## src/rtl/awd_pkg.sv

```systemverilog
package awd_pkg;
    localparam int ADDR_W = 36;
    localparam int TGT_W  = 5;
    localparam int SZC_W  = 6;
    localparam int MIN_SZ = 12;
    localparam int MAX_SZ = 36;

    typedef struct packed {
        logic              en;
        logic [SZC_W-1:0]  szc;
        logic [TGT_W-1:0]  tgt;
        logic [ADDR_W-1:0] base;
    } win_t;

    // Clamp a size code into the supported range.
    function automatic logic [SZC_W-1:0] eff_size(input logic [SZC_W-1:0] c);
        if (int'(c) < MIN_SZ)      return SZC_W'(MIN_SZ);
        else if (int'(c) > MAX_SZ) return SZC_W'(MAX_SZ);
        else                       return c;
    endfunction

    // Bits that must agree between address and base for a match.
    function automatic logic [ADDR_W-1:0] keep_mask(input logic [SZC_W-1:0] c);
        logic [ADDR_W-1:0] m;
        int e;
        e = int'(eff_size(c));
        for (int i = 0; i < ADDR_W; i++) begin
            m[i] = (i >= e);
        end
        return m;
    endfunction

    function automatic logic inside_win(input logic [ADDR_W-1:0] a, input win_t w);
        return w.en && (((a ^ w.base) & keep_mask(w.szc)) == '0);
    endfunction

    // Two aligned power-of-two regions overlap iff they agree above the larger size.
    function automatic logic wins_overlap(input win_t a, input win_t b);
        logic [SZC_W-1:0] ca;
        logic [SZC_W-1:0] cb;
        logic [SZC_W-1:0] big;
        ca  = eff_size(a.szc);
        cb  = eff_size(b.szc);
        big = (ca > cb) ? ca : cb;
        return a.en && b.en && (((a.base ^ b.base) & keep_mask(big)) == '0);
    endfunction
endpackage

```

## src/rtl/awd_win_regs.sv

```systemverilog
module awd_win_regs
    import awd_pkg::*;
#(
    parameter int NUM_WIN = 8,
    parameter int IDX_W   = 4
) (
    input  logic                    clk,
    input  logic                    rst_n,
    input  logic                    wr_en,
    input  logic [IDX_W-1:0]        wr_idx,
    input  win_t                    wr_win,
    output win_t [NUM_WIN-1:0]      wins_o,
    output win_t                    cfg_o
);
    typedef struct packed {
        win_t [NUM_WIN-1:0] win;
        win_t               cfg;
    } regs_t;

    regs_t regs_d, regs_q;

    always_comb begin
        regs_d = regs_q;
        for (int i = 0; i < NUM_WIN; i++) begin
            if (wr_en && (wr_idx == IDX_W'(i))) begin
                regs_d.win[i] = wr_win;
            end
        end
        if (wr_en && (wr_idx == IDX_W'(NUM_WIN))) begin
            regs_d.cfg = wr_win;
        end
    end

    always_ff @(posedge clk) begin
        if (!rst_n) regs_q <= '0;
        else        regs_q <= regs_d;
    end

    assign wins_o = regs_q.win;
    assign cfg_o  = regs_q.cfg;
endmodule

```

## src/rtl/awd_win_match.sv

```systemverilog
module awd_win_match
    import awd_pkg::*;
#(
    parameter int               NUM_WIN  = 8,
    parameter logic [TGT_W-1:0] DRAM_TGT = 5'b01111
) (
    input  logic [ADDR_W-1:0]  addr,
    input  win_t [NUM_WIN-1:0] wins,
    input  win_t               cfg,
    output logic [NUM_WIN-1:0] win_hit,
    output logic               cfg_hit,
    output logic               dram_clash
);
    logic [NUM_WIN-1:0] clash_vec;

    for (genvar g = 0; g < NUM_WIN; g++) begin : g_win
        assign win_hit[g]   = inside_win(addr, wins[g]);
        assign clash_vec[g] = (wins[g].tgt == DRAM_TGT) && wins_overlap(wins[g], cfg);
    end

    assign cfg_hit    = inside_win(addr, cfg);
    assign dram_clash = |clash_vec;
endmodule

```

## src/rtl/awd_prio_pick.sv

```systemverilog
module awd_prio_pick #(
    parameter int N  = 8,
    parameter int DW = 5
) (
    input  logic [N-1:0]         req,
    input  logic [N-1:0][DW-1:0] data,
    output logic                 any_o,
    output logic [DW-1:0]        sel_o
);
    // Scan from the top down so the lowest set index is assigned last.
    always_comb begin
        sel_o = '0;
        any_o = |req;
        for (int i = N - 1; i >= 0; i--) begin
            if (req[i]) sel_o = data[i];
        end
    end
endmodule

```

## src/rtl/addr_win_dec.sv

```systemverilog
module addr_win_dec
    import awd_pkg::*;
#(
    parameter int               NUM_WIN  = 8,
    parameter logic [TGT_W-1:0] DRAM_TGT = 5'b01111,
    parameter logic [TGT_W-1:0] CFG_TGT  = 5'b11110,
    localparam int              IDX_W    = $clog2(NUM_WIN + 1)
) (
    input  logic              clk,
    input  logic              rst_n,
    input  logic              wr_en,
    input  logic [IDX_W-1:0]  wr_idx,
    input  logic [ADDR_W-1:0] wr_base,
    input  logic [SZC_W-1:0]  wr_size,
    input  logic [TGT_W-1:0]  wr_tgt,
    input  logic              wr_enable,
    input  logic              req_valid,
    input  logic [ADDR_W-1:0] req_addr,
    output logic              rsp_valid,
    output logic              rsp_hit,
    output logic              rsp_cfg,
    output logic              rsp_miss,
    output logic [TGT_W-1:0]  rsp_tgt,
    output logic              cfg_conflict
);
    typedef struct packed {
        logic             valid;
        logic             hit;
        logic             cfg;
        logic             miss;
        logic [TGT_W-1:0] tgt;
        logic             conflict;
    } out_t;

    win_t                          wr_win;
    win_t [NUM_WIN-1:0]            wins;
    win_t                          cfg_win;
    logic [NUM_WIN-1:0]            win_hit;
    logic [NUM_WIN-1:0][TGT_W-1:0] win_tgts;
    logic                          cfg_hit;
    logic                          dram_clash;
    logic                          any_hit;
    logic [TGT_W-1:0]              pick_tgt;
    out_t                          out_d, out_q;

    assign wr_win = '{en: wr_enable, szc: wr_size, tgt: wr_tgt, base: wr_base};

    awd_win_regs #(.NUM_WIN(NUM_WIN), .IDX_W(IDX_W)) u_regs (
        .clk    (clk),
        .rst_n  (rst_n),
        .wr_en  (wr_en),
        .wr_idx (wr_idx),
        .wr_win (wr_win),
        .wins_o (wins),
        .cfg_o  (cfg_win)
    );

    awd_win_match #(.NUM_WIN(NUM_WIN), .DRAM_TGT(DRAM_TGT)) u_match (
        .addr       (req_addr),
        .wins       (wins),
        .cfg        (cfg_win),
        .win_hit    (win_hit),
        .cfg_hit    (cfg_hit),
        .dram_clash (dram_clash)
    );

    for (genvar g = 0; g < NUM_WIN; g++) begin : g_tgt
        assign win_tgts[g] = wins[g].tgt;
    end

    awd_prio_pick #(.N(NUM_WIN), .DW(TGT_W)) u_pick (
        .req   (win_hit),
        .data  (win_tgts),
        .any_o (any_hit),
        .sel_o (pick_tgt)
    );

    always_comb begin
        out_d          = '0;
        out_d.conflict = dram_clash;
        if (req_valid) begin
            out_d.valid = 1'b1;
            if (cfg_hit) begin
                out_d.hit = 1'b1;
                out_d.cfg = 1'b1;
                out_d.tgt = CFG_TGT;
            end else if (any_hit) begin
                out_d.hit = 1'b1;
                out_d.tgt = pick_tgt;
            end else begin
                out_d.miss = 1'b1;
            end
        end
    end

    always_ff @(posedge clk) begin
        if (!rst_n) out_q <= '0;
        else        out_q <= out_d;
    end

    assign rsp_valid    = out_q.valid;
    assign rsp_hit      = out_q.hit;
    assign rsp_cfg      = out_q.cfg;
    assign rsp_miss     = out_q.miss;
    assign rsp_tgt      = out_q.tgt;
    assign cfg_conflict = out_q.conflict;
endmodule

```

## config.mk

```make
export PLATFORM = sky130hd
export DESIGN_NAME = addr_win_dec
export DESIGN_NICKNAME = d
export VERILOG_FILES = /design/src/rtl/awd_pkg.sv /design/src/rtl/awd_win_regs.sv /design/src/rtl/awd_win_match.sv /design/src/rtl/awd_prio_pick.sv /design/src/rtl/addr_win_dec.sv
export SDC_FILE = /design/constraint.sdc
export NUM_CORES = 2
export LEC_CHECK = 0
export CORE_MARGIN = 3
export CORE_UTILIZATION = 40
export CTS_CLUSTER_SIZE = 20
export DETAILED_ROUTE_END_ITERATION = 12
export GPL_TIMING_DRIVEN = 0
export PLACE_DENSITY = 0.62
export SLEW_MARGIN = 20
export SYNTH_ARGS = -nofsm -noshare
export SYNTH_HDL_FRONTEND = slang
export SYNTH_SLANG_ARGS = --single-unit
```

## constraint.sdc

```tcl
create_clock -name clk -period 4.7 [get_ports clk]
set_input_delay 0.705 -clock clk [delete_from_list [all_inputs] [get_ports clk]]
set_output_delay 0.705 -clock clk [all_outputs]
set_load 0.1 [all_outputs]
```

# Yosys cells after proc, flatten, opt, wreduce, memory -nomap -nowiden
# Index checks and enable logic that the tools add are counted.
# W data, S select, Z words.
# totals
ff_bits	437
in_bits	92
output_inout_bits	10
wordCells	872
# classes
n_lt_le_gt_ge	654
eq_ne	16
n_mux	58
bitwise_logic	37
n_reduce_logical	65
# ops
cell	n
$ge A5 B6 Y1 const A	272
$ge A4 B6 Y1 const A	136
$and A36 B36 Y36	17
$logic_not A36 Y1	17
$xor A36 B36 Y36	17
$ge A3 B6 Y1 const A	68
$ge A6 B6 Y1 const A	68
$mux W6	42
$ge A1 B6 Y1 const A	34
$ge A2 B6 Y1 const A	34
$gt A6 B6 Y1 const B	17
$lt A6 B4 Y1 const B	17
$mux W5	10
$gt A6 B6 Y1	8
$logic_and A1 B1 Y1	42
$eq A5 B4 Y1 const B	8
$eq A4 B3 Y1 const B	4
$reduce_or A8 Y1	2
$mux W9	1
$eq A4 B2 Y1 const B	2
$mux W1	5
$eq A4 B1 Y1 const B	1
$eq A4 B4 Y1 const B	1
$logic_not A4 Y1	1
4 further kinds	6

# Longest topological paths before layout
# logic_depth
word_depth	18
mapped_depth	19
mapped_depth_nobuf	16

# By module
# A second synthesis with hierarchy kept.
# hier_totals
hier_cells	3710
hier_area_um2	30111.4
# by_module_without_submodules
module	n_inst	cells_per_inst	area_each_um2	seq_area_each_um2
awd_win_regs	1	1459	15366.0	8648.3
awd_win_match	1	2165	14122.3	0.0
awd_prio_pick	1	58	334.1	0.0
addr_win_dec	1	28	289.0	200.2

# Worst setup path after synthesis
# OpenSTA, ideal clock, no wires.
# synth_path
path_type	register -> register
startpoint	register u_regs.regs_q[44] (netlist: u_regs.cfg_o[44])
endpoint	register out_q (netlist bit cfg_conflict)
setup_time_ps	77
arrival_ps	4263
required_ps	4623
setup_slack_ps	360
path_stages_with_launch	17
path_buffers	2
synth_period_minus_slack_ps	4340
path_cell_list	dfxtp_1 buf_2 or4b_4 buf_6 a21boi_0 inv_1 ha_1 and4_1 and3_1 a31oi_1 mux2i_1 nand2_1 a211o_1 a221o_1 a2111oi_0 a41oi_1 a41oi_2
# synth_via
elab_chain_cells	14
elab_cells_between_ends	373
classes_between	314 x order compare; 26 x mux; 8 x bitwise; 25 x reduce/logical
# synth_lines
element	line	rtl
start: declaration	awd_win_regs.sv:20	regs_t regs_d, regs_q;
start signal: assignment	awd_win_regs.sv:36	else regs_q <= regs_d;
$gt A6 B6 Y1	awd_pkg.sv:18	else if (int'(c) > MAX_SZ) return SZC_W'(MAX_SZ);
$mux W6	awd_pkg.sv:18	
$mux W6 *	awd_pkg.sv:17	if (int'(c) < MIN_SZ) return SZC_W'(MIN_SZ);
$gt A6 B6 Y1	awd_pkg.sv:44	big = (ca > cb) ? ca : cb;
$mux W6	awd_pkg.sv:44	
$gt A6 B6 Y1	awd_pkg.sv:18	
$mux W6	awd_pkg.sv:18	
$mux W6	awd_pkg.sv:17	
$ge A1 B6 Y1 (tied with other cells)	awd_pkg.sv:28	m[i] = (i >= e);
$and A36 B36 Y36	awd_pkg.sv:45	return a.en && b.en && (((a.base ^ b.base) & keep_mask(big)) == '0);
$logic_not A36 Y1	awd_pkg.sv:45	
$logic_and A1 B1 Y1	awd_pkg.sv:45	
$logic_and A1 B1 Y1	awd_win_match.sv:18	assign clash_vec[g] = (wins[g].tgt == DRAM_TGT) && wins_overlap(wins[g], cfg);
$reduce_or A8 Y1 *	awd_win_match.sv:22	assign dram_clash = |clash_vec;
end signal: assignment	addr_win_dec.sv:98	else out_q <= out_d;
end: declaration	addr_win_dec.sv:44	out_t out_d, out_q;
# Mark *: on every way between the ends. The rest lies on a longest branch, timed or not.
# A chain may end at the register's enable or synchronous reset.

# Worst setup path in the final report
# layout_path
startpoint	register u_regs.regs_q[42] (netlist: u_regs.cfg_o[42])
endpoint	register out_q (netlist bit cfg_conflict)
# Same word-level chain as after synthesis.

==> results_tabular.tex <==
\begin{tabular}{lr}
\hline
Metric & Value \\
\hline
\multicolumn{2}{l}{\textbf{Drt}} \\
Drt total wl & 182000 um \\
Number of iterations in the first detailed-routing pass & 9 \\
Average wire per standard cell & 37.7 um \\
Drt initial violations & 6121 \\
DRC errors left & 0 \\
Via density per instance & 6.79 \\
Via count & 32.7k \\
Number of nets with antenna violations after routing & 0 \\
\multicolumn{2}{l}{\textbf{Floorplan}} \\
Area inside the core boundary & 66200 um\^{}2 \\
\# rows & 94 \\
Starting utilization of the core area & 0.406 \\
Die Area & 70400 um\^{}2 \\
Overall die width & 265 um \\
Number of top-level design ports & 102 \\
Die Span Y & 265 um \\
\multicolumn{2}{l}{\textbf{CTS}} \\
CTS tree & built \\
CTS sink count & 373 \\
Clk Tree Root Cell & sky130\_fd\_sc\_hd\_\_clkbuf\_16 \\
CTS H-Tree Depth & 2 \\
Clock buffer count from CTS & 47 \\
Clock transition time at the flip-flop clock pins of the worst setup and hold paths & 0.07 ns \\
Clk\_lat worst skew & 0.64 ns \\
Maximum buffer depth of the clock tree & 3 \\
\multicolumn{2}{l}{\textbf{Timing}} \\
Number of setup violations in the final report & 1 \\
RSZ-0062 raised after global routing & yes \\
Worst slew margin relative to its limit & 0.0986 \\
Max-slew violation count & 0 \\
Slew of the pin with the lowest slew margin & 1.35 ns \\
Timing-limited maximum frequency & 199 MHz \\
Fin Hold WS & 0.436 ns \\
Final hold violations & 0 \\
Worst Clk Skew & 0.0283 ns \\
Final critical-path share of the clock period & 1.07 \\
Final Worst Setup Slack & -0.317 ns \\
Final period demand of the worst path & 5.02 ns \\
\multicolumn{2}{l}{\textbf{Synth}} \\
Post-Synthesis Net Count & 3914 \\
Cell taking the most area after synthesis & sky130\_fd\_sc\_hd\_\_dfxtp\_1 \\
Synthesized area & 26900 um\^{}2 \\
Most area-consuming cells after synthesis & sky130\_fd\_sc\_hd\_\_dfxtp\_1 28\%, sky130\_fd\_sc\_hd\_\_nand2\_1 12\%, sky130\_fd\_sc\_hd\_\_a21oi\_1 9.9\% \\
Dominant combinational cell family by area after synthesis & compound AO/OA/AOI/OAI gates \\
Library cells used by synthesis & 99 \\
Fraction of registers with async set/reset & 0 \\
Most used standard cell by instance count after synthesis & sky130\_fd\_sc\_hd\_\_nand2\_1 \\
Number of enable-type register cells in the synthesized netlist & 0 \\
Adder and majority gate portion of the synthesized area & 0.0238 \\
Ys flop type & sky130\_fd\_sc\_hd\_\_dfxtp\_1 \\
Count of state elements after synthesis & 373 \\
Post-Synthesis Cells & 3774 \\
Synthesized-area fraction occupied by ao, oa, aoi and oai cells & 0.237 \\
Top cell types by occurrence after synthesis & 859 x sky130\_fd\_sc\_hd\_\_nand2\_1, 533 x sky130\_fd\_sc\_hd\_\_a21oi\_1, 373 x sky130\_fd\_sc\_hd\_\_dfxtp\_1 \\
Area share of and/or/nand/nor cells after synthesis & 0.225 \\
Portion of the post-synthesis area used by sequential elements & 0.278 \\
Mapped Avg Cell Area & 7.12 um\^{}2 \\
Share of synthesized area spent on multiplexers & 0.0235 \\
Xor/xnor share of the synthesized area & 0.151 \\
Synth top area share & 0.278 \\
Synth Warn \# & 0 \\
\multicolumn{2}{l}{\textbf{Placed design}} \\
Placed Instance Area & 29000 um\^{}2 \\
Pre-CTS setup slack & -2.52 ns \\
Gp weighted congestion & 1.05 \\
Number of port buffers & 22 \\
HPWL reported at the end of detailed placement & 125000 um \\
\multicolumn{2}{l}{\textbf{Hold path}} \\
Cell count of the worst hold path & 3 \\
Worst min-delay path startpoint & wr\_tgt[3] \\
Hold Crit Class & in -> reg \\
\multicolumn{2}{l}{\textbf{Cells and area}} \\
Ratio of cells with drive above 1 in the final layout & 0.108 \\
Area of all placed cells without fillers & 31500 um\^{}2 \\
Final nets & 4045 \\
Final core utilization & 0.475 \\
Area growth, synth to finish & 17.0\% \\
\multicolumn{2}{l}{\textbf{Pwr}} \\
Total leakage power & 11.3 nW \\
Final total power & 0.00861 W \\
Highest ir drop seen on vdd & 367 uV \\
Power density over the cells & 274 nW/um\^{}2 \\
\multicolumn{2}{l}{\textbf{Worst setup path}} \\
Type of origin of the critical path & flip-flop \\
Register-to-Register Path Depth & 15 \\
Worst R2R Start & u\_regs.cfg\_o[42]\$\_SDFFE\_PN0P\_ \\
Category of the critical setup timing path & reg -> reg \\
Worst setup path startpoint & u\_regs.cfg\_o[42]\$\_SDFFE\_PN0P\_ \\
Maximum fanout along the worst path & 10 \\
Category of the worst setup path capture point & flip-flop \\
Worst path required time & 5.21 ns \\
Reg-to-reg setup timing slack & -0.32 ns \\
CP arrival & 5.53 ns \\
\multicolumn{2}{l}{\textbf{GRT}} \\
Pin count of the biggest net entering global routing & 13 \\
Met3 capacity usage during global routing & 0.212 \\
Gr busiest metal & met2 \\
Met2 Resource Use GR & 0.652 \\
Overall overflow remaining after global route & 0 \\
Met1 capacity usage during global routing & 0.629 \\
Number of global-route vias before repair & 28.2k \\
GRT Total Usage & 0.494 \\
Global-route wire length before repair & 239000 um \\
Number of antenna violations at the first check in global routing & 16 \\
\multicolumn{2}{l}{\textbf{Run}} \\
Max-capacitance violation count & 0 \\
\multicolumn{2}{l}{\textbf{Status}} \\
Run status & finished with violations \\
Violated checks & negative setup slack \\
\hline
\end{tabular}
## cell type report
| type | instances | area (um^2) |
|---|---|---|
| sequential | 373 | 7480 |
| timing repair buffer | 85 | 1160 |
| timing repair inverter | 1 | 8.76 |
| clock buffer | 65 | 1350 |
| clock inverter | 20 | 220 |
| inverter | 63 | 273 |
| fill | 6874 | 34800 |
| buffer | 358 | 1650 |
| tap | 864 | 1080 |
| multi-input combinational | 2976 | 18200 |
| antenna | 13 | 32.5 |
## metal layers
metal,vias to the layer above,part of all wire
li1,13365,-
met1,15318,0.36
met2,3184,0.37
met3,857,0.17
met4,12,0.098
met5,-,0.00089
## sequential cells by signal, indices dropped and copies added (netlist names)
register       cells
u_regs.cfg_o      37
rsp_hit            1
u_regs.wins_o    326
rsp_miss           1
rsp_cfg            1
rsp_tgt            5
cfg_conflict       1
rsp_valid          1
## report_power, final
part           leakage [nW]  switching (W)  internal [W]
Combinational          7.50        0.00109      0.000407
Sequential             3.01      0.0000491       0.00320
Clock                 0.763        0.00169       0.00218
## path summary, 6_finish.rpt
check                                         end
hold reg to reg   u_regs.wins_o[133]$_SDFFE_PN0P_
setup / recovery          cfg_conflict$_SDFF_PN0_
hold / removal    u_regs.wins_o[279]$_SDFFE_PN0P_
setup reg to reg          cfg_conflict$_SDFF_PN0_
## layout by cell type (no fill, tap or decap), types with 16 or more instances in the layout
master,count
sky130_fd_sc_hd__a211oi_1,16
sky130_fd_sc_hd__a21oi_1,527
sky130_fd_sc_hd__a22oi_1,19
sky130_fd_sc_hd__a31oi_1,38
sky130_fd_sc_hd__a41oi_1,16
sky130_fd_sc_hd__buf_2,22
sky130_fd_sc_hd__buf_4,36
sky130_fd_sc_hd__clkbuf_1,198
sky130_fd_sc_hd__clkbuf_16,48
sky130_fd_sc_hd__clkbuf_2,110
sky130_fd_sc_hd__clkdlybuf4s50_1,22
sky130_fd_sc_hd__dfxtp_1,369
sky130_fd_sc_hd__ha_1,47
sky130_fd_sc_hd__inv_1,56
sky130_fd_sc_hd__mux2_2,16
sky130_fd_sc_hd__mux2i_1,33
sky130_fd_sc_hd__nand2_1,857
sky130_fd_sc_hd__nand2b_1,19
sky130_fd_sc_hd__nand3_1,59
sky130_fd_sc_hd__nand3b_1,16
sky130_fd_sc_hd__nand4_1,30
sky130_fd_sc_hd__nor2_1,142
sky130_fd_sc_hd__nor2b_1,26
sky130_fd_sc_hd__nor3_1,61
sky130_fd_sc_hd__nor4_1,22
sky130_fd_sc_hd__o211ai_1,27
sky130_fd_sc_hd__o21ai_0,129
sky130_fd_sc_hd__o221ai_1,16
sky130_fd_sc_hd__o22ai_1,23
sky130_fd_sc_hd__o31ai_1,16
sky130_fd_sc_hd__xnor2_1,226
sky130_fd_sc_hd__xor2_1,237
## timing repair
action,4_1_cts,5_1_grt
gates cloned,1,0
setup buffers,24,11
pin swaps,13,21
hold buffers,0,0
gates resized for setup,102,61
endpoints found under the setup margin,1,1
## critical path: stages, from the launching register on
cell and delay [ns]:
sky130_fd_sc_hd__dfxtp_1 0.46, sky130_fd_sc_hd__inv_1 0.45, sky130_fd_sc_hd__o22ai_4 0.46, sky130_fd_sc_hd__clkinv_8 0.20, sky130_fd_sc_hd__buf_4 0.18, sky130_fd_sc_hd__ha_1 0.30
sky130_fd_sc_hd__nor2b_1 0.13, sky130_fd_sc_hd__o21ai_1 0.19, sky130_fd_sc_hd__a31oi_4 0.18, sky130_fd_sc_hd__clkbuf_8 0.22, sky130_fd_sc_hd__o311a_4 0.44, sky130_fd_sc_hd__nor3_4 0.45
sky130_fd_sc_hd__nand4_1 0.24, sky130_fd_sc_hd__a2111oi_4 0.44, sky130_fd_sc_hd__a41oi_2 0.18, sky130_fd_sc_hd__a41oi_4 0.33
## through the flow
step | setup TNS (ns) | std cells
after floorplan | 0 | 3774
after global placement | -14.16 | 4660
after detailed placement | -2.52 | 4688
after CTS | 0 | 4794
after global routing | -0.173 | 4805
final | -0.317 | 4818
## logic make-up after synthesis
logic type               count (synthesis)
XOR/XNOR                               463
AND/OR/NAND/NOR                       1360
multiplexers                            61
buffers and inverters                  425
AO/OA/AOI/OAI                         1040
adder cells (fa/ha/maj)                 52
flip-flops                             373
Note: power is estimated with default switching activity, not from simulation.
